`src/rtl/probe_pkg.sv`:
```
package probe_pkg;

  typedef enum logic [1:0] {
    CMD_WRITE = 2'd0,
    CMD_RD_EQ = 2'd1,
    CMD_RD_NE = 2'd2,
    CMD_SKIP  = 2'd3
  } probe_cmd_e;

  typedef enum logic {
    SEQ_IDLE = 1'b0,
    SEQ_RUN  = 1'b1
  } seq_state_e;

endpackage

```
`src/rtl/probe_step_store.sv`:
```
module probe_step_store
  import probe_pkg::*;
#(
  parameter int MAX_STEPS = 8,
  parameter int ADDR_W    = 16,
  parameter int DATA_W    = 64,
  parameter int IDX_W     = 3,
  parameter int CNT_W     = 4
) (
  input  logic              clk,
  input  logic              rst_n,
  input  logic              wr_en,
  input  logic [IDX_W-1:0]  wr_idx,
  input  logic [1:0]        wr_cmd,
  input  logic [1:0]        wr_size,
  input  logic [ADDR_W-1:0] wr_addr,
  input  logic [DATA_W-1:0] wr_value,
  input  logic [DATA_W-1:0] wr_mask,
  input  logic              cnt_we,
  input  logic [CNT_W-1:0]  cnt_in,
  input  logic [IDX_W-1:0]  rd_idx,
  output logic [1:0]        rd_cmd,
  output logic [1:0]        rd_size,
  output logic [ADDR_W-1:0] rd_addr,
  output logic [DATA_W-1:0] rd_value,
  output logic [DATA_W-1:0] rd_mask,
  output logic [CNT_W-1:0]  cnt_q
);

  logic [1:0]        cmd_arr   [MAX_STEPS];
  logic [1:0]        size_arr  [MAX_STEPS];
  logic [ADDR_W-1:0] addr_arr  [MAX_STEPS];
  logic [DATA_W-1:0] value_arr [MAX_STEPS];
  logic [DATA_W-1:0] mask_arr  [MAX_STEPS];

  for (genvar e = 0; e < MAX_STEPS; e++) begin : g_entry
    logic              ent_en;
    logic [1:0]        cmd_q;
    logic [1:0]        size_q;
    logic [ADDR_W-1:0] addr_q;
    logic [DATA_W-1:0] value_q;
    logic [DATA_W-1:0] mask_q;

    assign ent_en = wr_en && (wr_idx == IDX_W'(e));

    always_ff @(posedge clk or negedge rst_n) begin
      if (!rst_n) begin
        cmd_q   <= '0;
        size_q  <= '0;
        addr_q  <= '0;
        value_q <= '0;
        mask_q  <= '0;
      end else if (ent_en) begin
        cmd_q   <= wr_cmd;
        size_q  <= wr_size;
        addr_q  <= wr_addr;
        value_q <= wr_value;
        mask_q  <= wr_mask;
      end
    end

    assign cmd_arr[e]   = cmd_q;
    assign size_arr[e]  = size_q;
    assign addr_arr[e]  = addr_q;
    assign value_arr[e] = value_q;
    assign mask_arr[e]  = mask_q;
  end

  assign rd_cmd   = cmd_arr[rd_idx];
  assign rd_size  = size_arr[rd_idx];
  assign rd_addr  = addr_arr[rd_idx];
  assign rd_value = value_arr[rd_idx];
  assign rd_mask  = mask_arr[rd_idx];

  // count register, clamped on load
  logic [CNT_W-1:0] cnt_d;

  always_comb begin
    if (cnt_in > CNT_W'(MAX_STEPS)) cnt_d = CNT_W'(MAX_STEPS);
    else                            cnt_d = cnt_in;
  end

  always_ff @(posedge clk or negedge rst_n) begin
    if (!rst_n)      cnt_q <= '0;
    else if (cnt_we) cnt_q <= cnt_d;
  end

endmodule

```
`src/rtl/probe_eval.sv`:
```
module probe_eval
  import probe_pkg::*;
#(
  parameter int DATA_W = 64
) (
  input  logic [1:0]        cmd,
  input  logic [1:0]        size,
  input  logic [DATA_W-1:0] value,
  input  logic [DATA_W-1:0] mask,
  input  logic [DATA_W-1:0] rdata,
  output logic [DATA_W-1:0] wdata,
  output logic              step_ok
);

  localparam int NBYTES = DATA_W / 8;

  logic [NBYTES-1:0] lane_on;
  logic [DATA_W-1:0] lanes;
  logic              rd_match;

  for (genvar b = 0; b < NBYTES; b++) begin : g_lane
    assign lane_on[b]        = (32'(b) < (32'd1 << size));
    assign lanes[b*8 +: 8]   = {8{lane_on[b]}};
  end

  assign wdata    = value & mask & lanes;
  assign rd_match = ((rdata & mask & lanes) == (value & lanes));

  always_comb begin
    case (cmd)
      CMD_RD_EQ: step_ok = rd_match;
      CMD_RD_NE: step_ok = !rd_match;
      default:   step_ok = 1'b1;
    endcase
  end

endmodule

```
`src/rtl/probe_seq.sv`:
```
module probe_seq
  import probe_pkg::*;
#(
  parameter int IDX_W   = 3,
  parameter int CNT_W   = 4,
  parameter int TMO_CYC = 256
) (
  input  logic             clk,
  input  logic             rst_n,
  input  logic             start,
  input  logic [CNT_W-1:0] cnt,
  input  logic [1:0]       cmd,
  input  logic             step_ok,
  input  logic             bus_ack,
  input  logic             bus_err,
  output logic [IDX_W-1:0] idx,
  output logic             bus_req,
  output logic             busy,
  output logic             done,
  output logic             pass,
  output logic             err,
  output logic [IDX_W-1:0] fail_idx
);

  localparam int TMO_W    = $clog2(TMO_CYC + 1);
  localparam int TMO_LAST = TMO_CYC - 1;

  seq_state_e       state_q, state_d;
  logic [IDX_W-1:0] idx_q, idx_d;
  logic [TMO_W-1:0] tcnt_q, tcnt_d;
  logic             done_q, done_d;
  logic             pass_q, pass_d;
  logic             err_q, err_d;
  logic [IDX_W-1:0] fidx_q, fidx_d;
  logic             res_en;

  logic req, tmo, hard, step_end, step_bad, last;

  assign req      = (state_q == SEQ_RUN) && (cmd != CMD_SKIP);
  assign tmo      = req && (tcnt_q == TMO_W'(TMO_LAST));
  assign hard     = req && (bus_err || tmo);
  assign step_end = (state_q == SEQ_RUN) &&
                    ((cmd == CMD_SKIP) || bus_ack || bus_err || tmo);
  assign step_bad = hard || (req && bus_ack && !step_ok);
  assign last     = ((CNT_W'(idx_q) + CNT_W'(1)) == cnt);

  always_comb begin
    state_d = state_q;
    idx_d   = idx_q;
    tcnt_d  = tcnt_q;
    done_d  = 1'b0;
    pass_d  = pass_q;
    err_d   = err_q;
    fidx_d  = fidx_q;
    res_en  = 1'b0;
    case (state_q)
      SEQ_IDLE: begin
        if (start) begin
          if (cnt == '0) begin
            done_d = 1'b1;
            res_en = 1'b1;
            pass_d = 1'b1;
            err_d  = 1'b0;
            fidx_d = '0;
          end else begin
            state_d = SEQ_RUN;
            idx_d   = '0;
            tcnt_d  = '0;
          end
        end
      end
      default: begin
        if (step_end) begin
          tcnt_d = '0;
          if (step_bad) begin
            state_d = SEQ_IDLE;
            done_d  = 1'b1;
            res_en  = 1'b1;
            pass_d  = 1'b0;
            err_d   = hard;
            fidx_d  = idx_q;
          end else if (last) begin
            state_d = SEQ_IDLE;
            done_d  = 1'b1;
            res_en  = 1'b1;
            pass_d  = 1'b1;
            err_d   = 1'b0;
            fidx_d  = '0;
          end else begin
            idx_d = idx_q + IDX_W'(1);
          end
        end else if (req) begin
          tcnt_d = tcnt_q + TMO_W'(1);
        end
      end
    endcase
  end

  always_ff @(posedge clk or negedge rst_n) begin
    if (!rst_n) begin
      state_q <= SEQ_IDLE;
      idx_q   <= '0;
      tcnt_q  <= '0;
      done_q  <= 1'b0;
    end else begin
      state_q <= state_d;
      idx_q   <= idx_d;
      tcnt_q  <= tcnt_d;
      done_q  <= done_d;
    end
  end

  always_ff @(posedge clk or negedge rst_n) begin
    if (!rst_n) begin
      pass_q <= 1'b0;
      err_q  <= 1'b0;
      fidx_q <= '0;
    end else if (res_en) begin
      pass_q <= pass_d;
      err_q  <= err_d;
      fidx_q <= fidx_d;
    end
  end

  assign idx      = idx_q;
  assign bus_req  = req;
  assign busy     = (state_q == SEQ_RUN);
  assign done     = done_q;
  assign pass     = pass_q;
  assign err      = err_q;
  assign fail_idx = fidx_q;

endmodule

```
`src/rtl/dev_probe_engine.sv`:
```
module dev_probe_engine
  import probe_pkg::*;
#(
  parameter  int MAX_STEPS = 8,
  parameter  int ADDR_W    = 16,
  parameter  int DATA_W    = 64,
  parameter  int TMO_CYC   = 256,
  localparam int IDX_W     = (MAX_STEPS > 1) ? $clog2(MAX_STEPS) : 1,
  localparam int CNT_W     = $clog2(MAX_STEPS + 1)
) (
  input  logic              clk,
  input  logic              rst_n,
  input  logic              cfg_we,
  input  logic [IDX_W-1:0]  cfg_idx,
  input  logic [1:0]        cfg_cmd,
  input  logic [1:0]        cfg_size,
  input  logic [ADDR_W-1:0] cfg_addr,
  input  logic [DATA_W-1:0] cfg_value,
  input  logic [DATA_W-1:0] cfg_mask,
  input  logic              cnt_we,
  input  logic [CNT_W-1:0]  cnt_in,
  input  logic              start,
  output logic              busy,
  output logic              done,
  output logic              pass,
  output logic              err,
  output logic [IDX_W-1:0]  fail_idx,
  output logic              bus_req,
  output logic              bus_wr,
  output logic [ADDR_W-1:0] bus_addr,
  output logic [1:0]        bus_size,
  output logic [DATA_W-1:0] bus_wdata,
  input  logic [DATA_W-1:0] bus_rdata,
  input  logic              bus_ack,
  input  logic              bus_err
);

  logic [IDX_W-1:0]  cur_idx;
  logic [1:0]        cur_cmd;
  logic [1:0]        cur_size;
  logic [ADDR_W-1:0] cur_addr;
  logic [DATA_W-1:0] cur_value;
  logic [DATA_W-1:0] cur_mask;
  logic [CNT_W-1:0]  step_cnt;
  logic              cur_ok;

  probe_step_store #(
    .MAX_STEPS(MAX_STEPS), .ADDR_W(ADDR_W), .DATA_W(DATA_W),
    .IDX_W(IDX_W), .CNT_W(CNT_W)
  ) u_store (
    .clk      (clk),
    .rst_n    (rst_n),
    .wr_en    (cfg_we),
    .wr_idx   (cfg_idx),
    .wr_cmd   (cfg_cmd),
    .wr_size  (cfg_size),
    .wr_addr  (cfg_addr),
    .wr_value (cfg_value),
    .wr_mask  (cfg_mask),
    .cnt_we   (cnt_we),
    .cnt_in   (cnt_in),
    .rd_idx   (cur_idx),
    .rd_cmd   (cur_cmd),
    .rd_size  (cur_size),
    .rd_addr  (cur_addr),
    .rd_value (cur_value),
    .rd_mask  (cur_mask),
    .cnt_q    (step_cnt)
  );

  probe_eval #(.DATA_W(DATA_W)) u_eval (
    .cmd     (cur_cmd),
    .size    (cur_size),
    .value   (cur_value),
    .mask    (cur_mask),
    .rdata   (bus_rdata),
    .wdata   (bus_wdata),
    .step_ok (cur_ok)
  );

  probe_seq #(.IDX_W(IDX_W), .CNT_W(CNT_W), .TMO_CYC(TMO_CYC)) u_seq (
    .clk      (clk),
    .rst_n    (rst_n),
    .start    (start),
    .cnt      (step_cnt),
    .cmd      (cur_cmd),
    .step_ok  (cur_ok),
    .bus_ack  (bus_ack),
    .bus_err  (bus_err),
    .idx      (cur_idx),
    .bus_req  (bus_req),
    .busy     (busy),
    .done     (done),
    .pass     (pass),
    .err      (err),
    .fail_idx (fail_idx)
  );

  assign bus_wr   = (cur_cmd == CMD_WRITE);
  assign bus_addr = cur_addr;
  assign bus_size = cur_size;

endmodule

```
`config.mk`:
```
export PLATFORM = sky130hd
export DESIGN_NAME = dev_probe_engine
export DESIGN_NICKNAME = d
export VERILOG_FILES = /design/src/rtl/probe_pkg.sv /design/src/rtl/probe_step_store.sv /design/src/rtl/probe_eval.sv /design/src/rtl/probe_seq.sv /design/src/rtl/dev_probe_engine.sv
export SDC_FILE = /design/constraint.sdc
export NUM_CORES = 2
export LEC_CHECK = 0
export ABC_AREA = 0
export BUFFER_PORTS_ARGS = -buffer_cell sky130_fd_sc_hd__buf_2
export CORE_MARGIN = 5
export CORE_UTILIZATION = 45
export DETAILED_ROUTE_END_ITERATION = 8
export GPL_TIMING_DRIVEN = 0
export PLACE_DENSITY = 0.64
export SKIP_LAST_GASP = 1
export SYNTH_ARGS = -nofsm -noshare
export SYNTH_HDL_FRONTEND = slang
export SYNTH_SLANG_ARGS = --single-unit
export TNS_END_PERCENT = 5
```
`constraint.sdc`:
```
create_clock -name clk -period 5.29 [get_ports clk]
set_input_delay 1.058 -clock clk [delete_from_list [all_inputs] [get_ports clk]]
set_output_delay 1.058 -clock clk [all_outputs]
set_load 0.02 [all_outputs]
```
[Yosys cells after proc, flatten, opt, wreduce, memory -nomap -nowiden]
Cells that the tools add are included.
Cells by class
  add/sub/neg operators: 3
  $lt $le $gt $ge: 10
  equal/unequal tests: 20
  shift operators: 1
  muxes and demuxes: 58
  bitwise gates (word level): 6
  reduce and logical (&&, ||, !) cells: 29
Operators by type and width (number)
  binary-select mux 64 bit (select 3 bit): 2
  AND 64 bit: 5
  two-way mux 64 bit: 4
  less-than comparator 3 x 32 -> 1 bit (first input constant): 4
  == test 64 bit: 1
  less-than comparator 1 x 32 -> 1 bit (first input constant): 2
  less-than comparator 2 x 32 -> 1 bit (first input constant): 2
  binary-select mux 16 bit (select 3 bit): 1
  two-way mux 9 bit: 5
  two-way mux 3 bit: 12
  two-way mux 16 bit: 2
  left shift 1 x 2 -> 32 bit (first input constant): 1
  two-way mux 1 bit: 24
  logical AND 1 bit: 14
  binary-select mux 2 bit (select 3 bit): 2
  == test 3 bit (second input constant): 4
  AND reduction 5 bit: 2
  adder 9 x 1 -> 9 bit (second input constant): 1
  == test 9 x 8 -> 1 bit (second input constant): 1
  two-way mux 2 bit: 4
  inequality test 2 bit (second input constant): 4
  == test 3 x 2 -> 1 bit (second input constant): 2
  inequality test 3 bit (second input constant): 2
  logical OR 1 bit: 5
  other kinds (18): 21
Storage, ports and cells
  flip-flop bits (word level): 1207
  input port bits: 226
  word-level logic and storage cells: 175

[Longest topological paths before layout]
  word-level depth: 17
  gate-level depth with buffers: 18
  mapped depth without buffers: 12

[Hierarchy]
From an unflattened synthesis, not the netlist that was laid out.
Unflattened totals
  cell total of the unflattened synthesis: 3388
  area, all modules: 55303.0 um^2
By module, submodules not included
  probe_step_store: instances 1, cells an instance 3045, area an instance 52773.1 um^2, seq. area each 29728.5 um^2
  probe_eval: instances 1, cells an instance 229, area an instance 1457.6 um^2, seq. area each 0.0 um^2
  probe_seq: instances 1, cells an instance 113, area an instance 1068.5 um^2, seq. area each 475.5 um^2
  dev_probe_engine: instances 1, cells an instance 1, area an instance 3.8 um^2, seq. area each 0.0 um^2

[Worst setup path after synthesis]
No wires, ideal clock.
  kind: register to register
  from: register u_seq.idx_q[0] (netlist: u_seq.idx[0])
  to: register u_seq.idx_q[2] (netlist: u_seq.idx[2])
  arrival: 4.247 ns
  path slack: 0.919 ns
  stages on the path, launching flop included: 19
  buffers on the path: 6
  clock period less this slack: 4.371 ns
  cells stage by stage: dfrtp_1 -> buf_6 -> buf_6 -> buf_4 -> buf_4 -> buf_2 -> buf_1 -> mux4_2 -> nand2_1 -> and2_1 -> inv_1 -> ha_1 -> nor2_1 -> nand3_1 -> or2_2 -> nor3_1 -> a31oi_1 -> and3_1 -> a211o_1
On the way
  elaborated cells on any way between the ends: 55
  classes of those cells: 2 x add/sub; 8 x order compare; 9 x eq/ne; 1 x shift; 17 x mux; 4 x bitwise; 14 x reduce/logical
RTL lines
  start: declaration: RTL line probe_seq.sv:29  | logic [IDX_W-1:0] idx_q, idx_d;
  start signal: assignment: RTL line probe_seq.sv:107  | idx_q <= idx_d;
  inverter 3 -> 4 bit (implied by the code) (*): RTL line probe_step_store.sv:69  | assign rd_cmd = cmd_arr[rd_idx];
  binary-select mux 2 bit (select 3 bit) (*): RTL line probe_step_store.sv:69
  two-way mux 2 bit (implied by the code) (*) (2 in a row): RTL line probe_step_store.sv:69
  inequality test 2 bit (*): RTL line probe_seq.sv:39  | assign req = (state_q == SEQ_RUN) && (cmd != CMD_SKIP);
  logical AND 1 bit (*): RTL line probe_seq.sv:39
  via bus_req: RTL line dev_probe_engine.sv:28  | output logic bus_req,
  logical AND 1 bit: RTL line probe_seq.sv:40  | assign tmo = req && (tcnt_q == TMO_W'(TMO_LAST));
  logical OR 1 bit: RTL line probe_seq.sv:41  | assign hard = req && (bus_err || tmo);
  logical AND 1 bit: RTL line probe_seq.sv:41
  logical OR 1 bit: RTL line probe_seq.sv:44  | assign step_bad = hard || (req && bus_ack && !step_ok);
  inequality test 2 bit (no source line)
  AND reduction 5 bit (no source line) (*)
Mark *: on every way through the listed nets, which the timed path passes. The rest lies on a longest branch. The select of a mux whose other input is x is not followed.
A chain may end at the register's enable or synchronous reset.

[Worst setup path after layout]
  from: register u_seq.idx_q[1] (netlist: u_seq.idx[1])
  to: output port bus_wdata[58]
On the way
  word-level cells in the longest chain between the ends: 7
  elaborated cells on any way between the ends: 14
  classes of those cells: 1 x order compare; 1 x shift; 9 x mux; 3 x bitwise
RTL lines
  inverter 3 -> 4 bit (implied by the code) (*): RTL line probe_step_store.sv:70, probe_step_store.sv:72, probe_step_store.sv:73
  binary-select mux 2 bit (select 3 bit): RTL line probe_step_store.sv:70  | assign rd_size = size_arr[rd_idx];
  two-way mux 2 bit (implied by the code) (2 in a row): RTL line probe_step_store.sv:70
  left shift 1 x 2 -> 32 bit: RTL line probe_eval.sv:22  | assign lane_on[b] = (32'(b) < (32'd1 << size));
  less-than comparator 3 x 32 -> 1 bit: RTL line probe_eval.sv:22
  AND 64 bit (*): RTL line probe_eval.sv:26  | assign wdata = value & mask & lanes;
  end: declaration: RTL line dev_probe_engine.sv:32  | output logic [DATA_W-1:0] bus_wdata,
Every way passes the cells marked *; elsewhere a longest branch is shown, timed or not. The select of a mux whose other input is x is not followed.

==> impl_metrics.tcl <==
set metrics [dict create \
    status "complete, but fails checks" \
    violations "max-capacitance violations, max-slew violations, negative setup slack" \
    power_uw 33600 \
    p_seq_share_pct 36.8 \
    fmax_mhz 186 \
    gp_congestion 0.856 \
    cts.sinks 1207 \
    crit_path_cell_trace "buf_4 > buf_2 > clkbuf_1 > mux4_2 > mux2i_1 > nor3_1 > buf_2" \
    relSlewSlack_pct -3.21 \
    post-synth-top-area-cell "dfrtp_1" \
    ys_async_sr_fraction_pct 100 \
    fin_nets 4581 \
    min_period_ns 5.39 \
    synth_top_area_share_pct 53.6 \
    wl_per_cell_um 29.7 \
    clk_path_buf_depth 3 \
    cp.required_ns 4.23 \
    port_buffers 310 \
    wl_um 181000 \
    r2r_slack_ns 0.06 \
    min_period_over_period_pct 102 \
    worst_r2r_path_depth 12 \
    comb_power_share_pct 34.0 \
    ys_types 65 \
    ys_seq_elements 1207 \
    cts_made_buffers 134 \
    crit_slowest_cell "clkbuf_1" \
    fp-row-count 129 \
    synth-edff-count 0 \
    cts_root_buf "clkbuf_16" \
    worstSetupPathType "reg -> out" \
    cpMostUsedCell "buf_2" \
    synth_seq_area_share_pct 53.6 \
    switching_share_pct 33.9 \
    cts_tree "yes" \
    syn2layout_area_growth_pct 15.3 \
    worst_pin_slew_ns 1.55 \
    p_leak_uw 0.0280 \
    internal_power_uw 22200 \
    cpPeakStageDelay_ns 0.83 \
    grt_first_pass_wirelength_um 261000 \
    hpwl_um 125000 \
    fin_cells 6106 \
    grt_max_degree 169 \
    finalMaxSlewViolations 11 \
    cp-start-kind "register" \
    avgSynthCellArea_um2 14.5 \
    syn-instance-count 3898 \
    setup_ws_ns -0.100 \
    initial_utilization_pct 45.4 \
    p_per_area_nw_per_um2 518 \
    crit_fanout 10 \
    clk_pin_slew_ns 0.07 \
    insertion_delay_ns 0.76 \
    cp-end-kind "output port" \
    rsz0062_at_grt "yes" \
    final_layout_size_suffix_gt1_share_pct 45.0 \
    cts_setup_buffers 0 \
    remaining_drc_errors 0 \
    die_y_um 364 \
    cts_max_level 4 \
    layout_commonest_cell "dfrtp_1" \
    die_w_um 364 \
    min_path_type "in -> async" \
    ant_nets 0 \
    ioPinCount 317 \
    setup_violations 5 \
    synth_nets 4131 \
    clock_power_share_pct 29.2 \
    grt.total_usage_pct 27.3 \
    grt-ovfl-total 0 \
    grt_pass1_vias 37100 \
    drtPass1Iterations 5 \
    avgViaCountPerCell 5.96 \
    p_switching_uw 11400 \
    hold_viol_final 0 \
    final_cell_mix "dfrtp_1, mux2_2, buf_2, mux2i_1, nand2_1" \
    power.ir.vdd_worst_mv 0.411 \
    dp_slack_ns -0.882 \
    drt_iter0_markers 3176 \
    vias 36400 \
    dieArea_um2 132000 \
    synthFlopType "dfrtp_1" \
    antenna_found_initial 57 \
    synthTopCellsByArea "dfrtp_1, mux2_2, mux4_2" \
    dp_cells 5853 \
    synth_warnings 0 \
    coreArea_um2 124000 \
    maxCapViolations 1 \
    fin_worst_skew_ns 0.0362 \
    synth_area_um2 56400 \
    cp.arrival_ns 4.33 \
]
-- synth_stat cells, drive strengths merged, types with 4 or more instances --
cell type and count:
nand3b 5, mux2i 248, and4 8, nand3 81
nor3 66, a22oi 80, buf 112, and3 19
nor2b 7, a211oi 7, mux2 1202, o31ai 5
o22ai 6, a221oi 6, nor3b 6, xnor2 26
clkbuf 138, or3 4, o211ai 18, nand4 5
o21ai 61, xor2 66, ha 7, inv 21
nor2 27, nor4 14, dfrtp 1207, a31oi 17
a21oi 16, o221a 4, mux4 178, nand2 190
-- worst max-delay path: cells and delay by family (launching register included) --
family | cells | cell delay (ns)
buffers and inverters | 4 | 1.80
multiplexers | 2 | 0.98
flip-flops | 1 | 0.54
AND/OR/NAND/NOR | 1 | 0.21
-- registers in the layout (all words and copies together) (netlist names) --
register                 cells
u_store.g_entry.cmd_q       16
u_store.g_entry.size_q      16
u_seq.busy                   1
u_seq.fail_idx               3
u_seq.pass                   1
u_seq.idx                    3
u_store.g_entry.addr_q     128
u_seq.done                   1
u_store.cnt_q                4
u_store.g_entry.value_q    512
u_store.g_entry.mask_q     512
u_seq.tcnt_q                 9
u_seq.err                    1
-- cells by family after synthesis --
family,after synthesis,share of synthesized area [%]
adder cells (fa/ha/maj),7,0.155
AO/OA/AOI/OAI,247,3.02
flip-flops,1207,53.6
AND/OR/NAND/NOR,446,3.76
multiplexers,1628,35.6
buffers and inverters,271,2.44
XOR/XNOR,92,1.43
-- through the flow --
stage	util, %	setup TNS [ns]	area (um2)	hold slack [ns]
detailed placement	48.5	-26.75	60200	0.478
global route	52.3	-0.238	64900	0.469
finish	52.4	-0.178	65000	0.416
global placement	48.3	-	60000	0.466
CTS	52.3	-0.590	64900	0.445
floorplan	-	0	56400	0.450
-- repair_timing --
item,CTS,global route
gates cloned,0,0
hold buffers,0,0
resized for setup,42,7
setup endpoints to repair,89,48
-- final timing paths --
kind / from / endpoint
min in group clk: u_seq.tcnt_q[8] / u_seq.tcnt_q[8]
min reg2reg: u_seq.tcnt_q[8] / u_seq.tcnt_q[8]
min: rst_n / u_store.g_entry[5].value_q[29]
max reg2reg: u_seq.idx[2] / u_seq.idx[2]
max in group asynchronous: rst_n / u_store.g_entry[3].value_q[5]
max: u_seq.idx[1] / bus_wdata[58]
-- final cells by class --
type                       count  area (um2)
clock inverter                30         514
tap                         1637        2050
buffer                       246        1360
timing repair buffer         318        1790
multi-input combinational   2420       24800
sequential                  1207       30200
clock buffer                 204        4110
antenna                       23        57.6
inverter                      21        78.8
fill                       10500       59100
-- per-layer routing --
metal / share of wire, % / up-vias / routed length, um / GRT usage [%]
met1: 43 / 19400 / 78400 / 38.0
met2: 46 / 1213 / 83100 / 42.3
li1: - / 15400 / - / -
met5: 0.096 / - / 174 / 0
met3: 7.3 / 332 / 13300 / 6.22
met4: 3.6 / 28 / 6460 / 9.95
-- power groups by stage --
stage	combinational, uW	sequential [uW]	clock (uW)
after global routing	12100	12600	10300
after CTS	11400	12300	9950
after floorplan	7440	12200	0
after global placement	11200	12400	0
final	11400	12400	9830
after detailed placement	11300	12500	0
(Power assumes the default switching activity.)
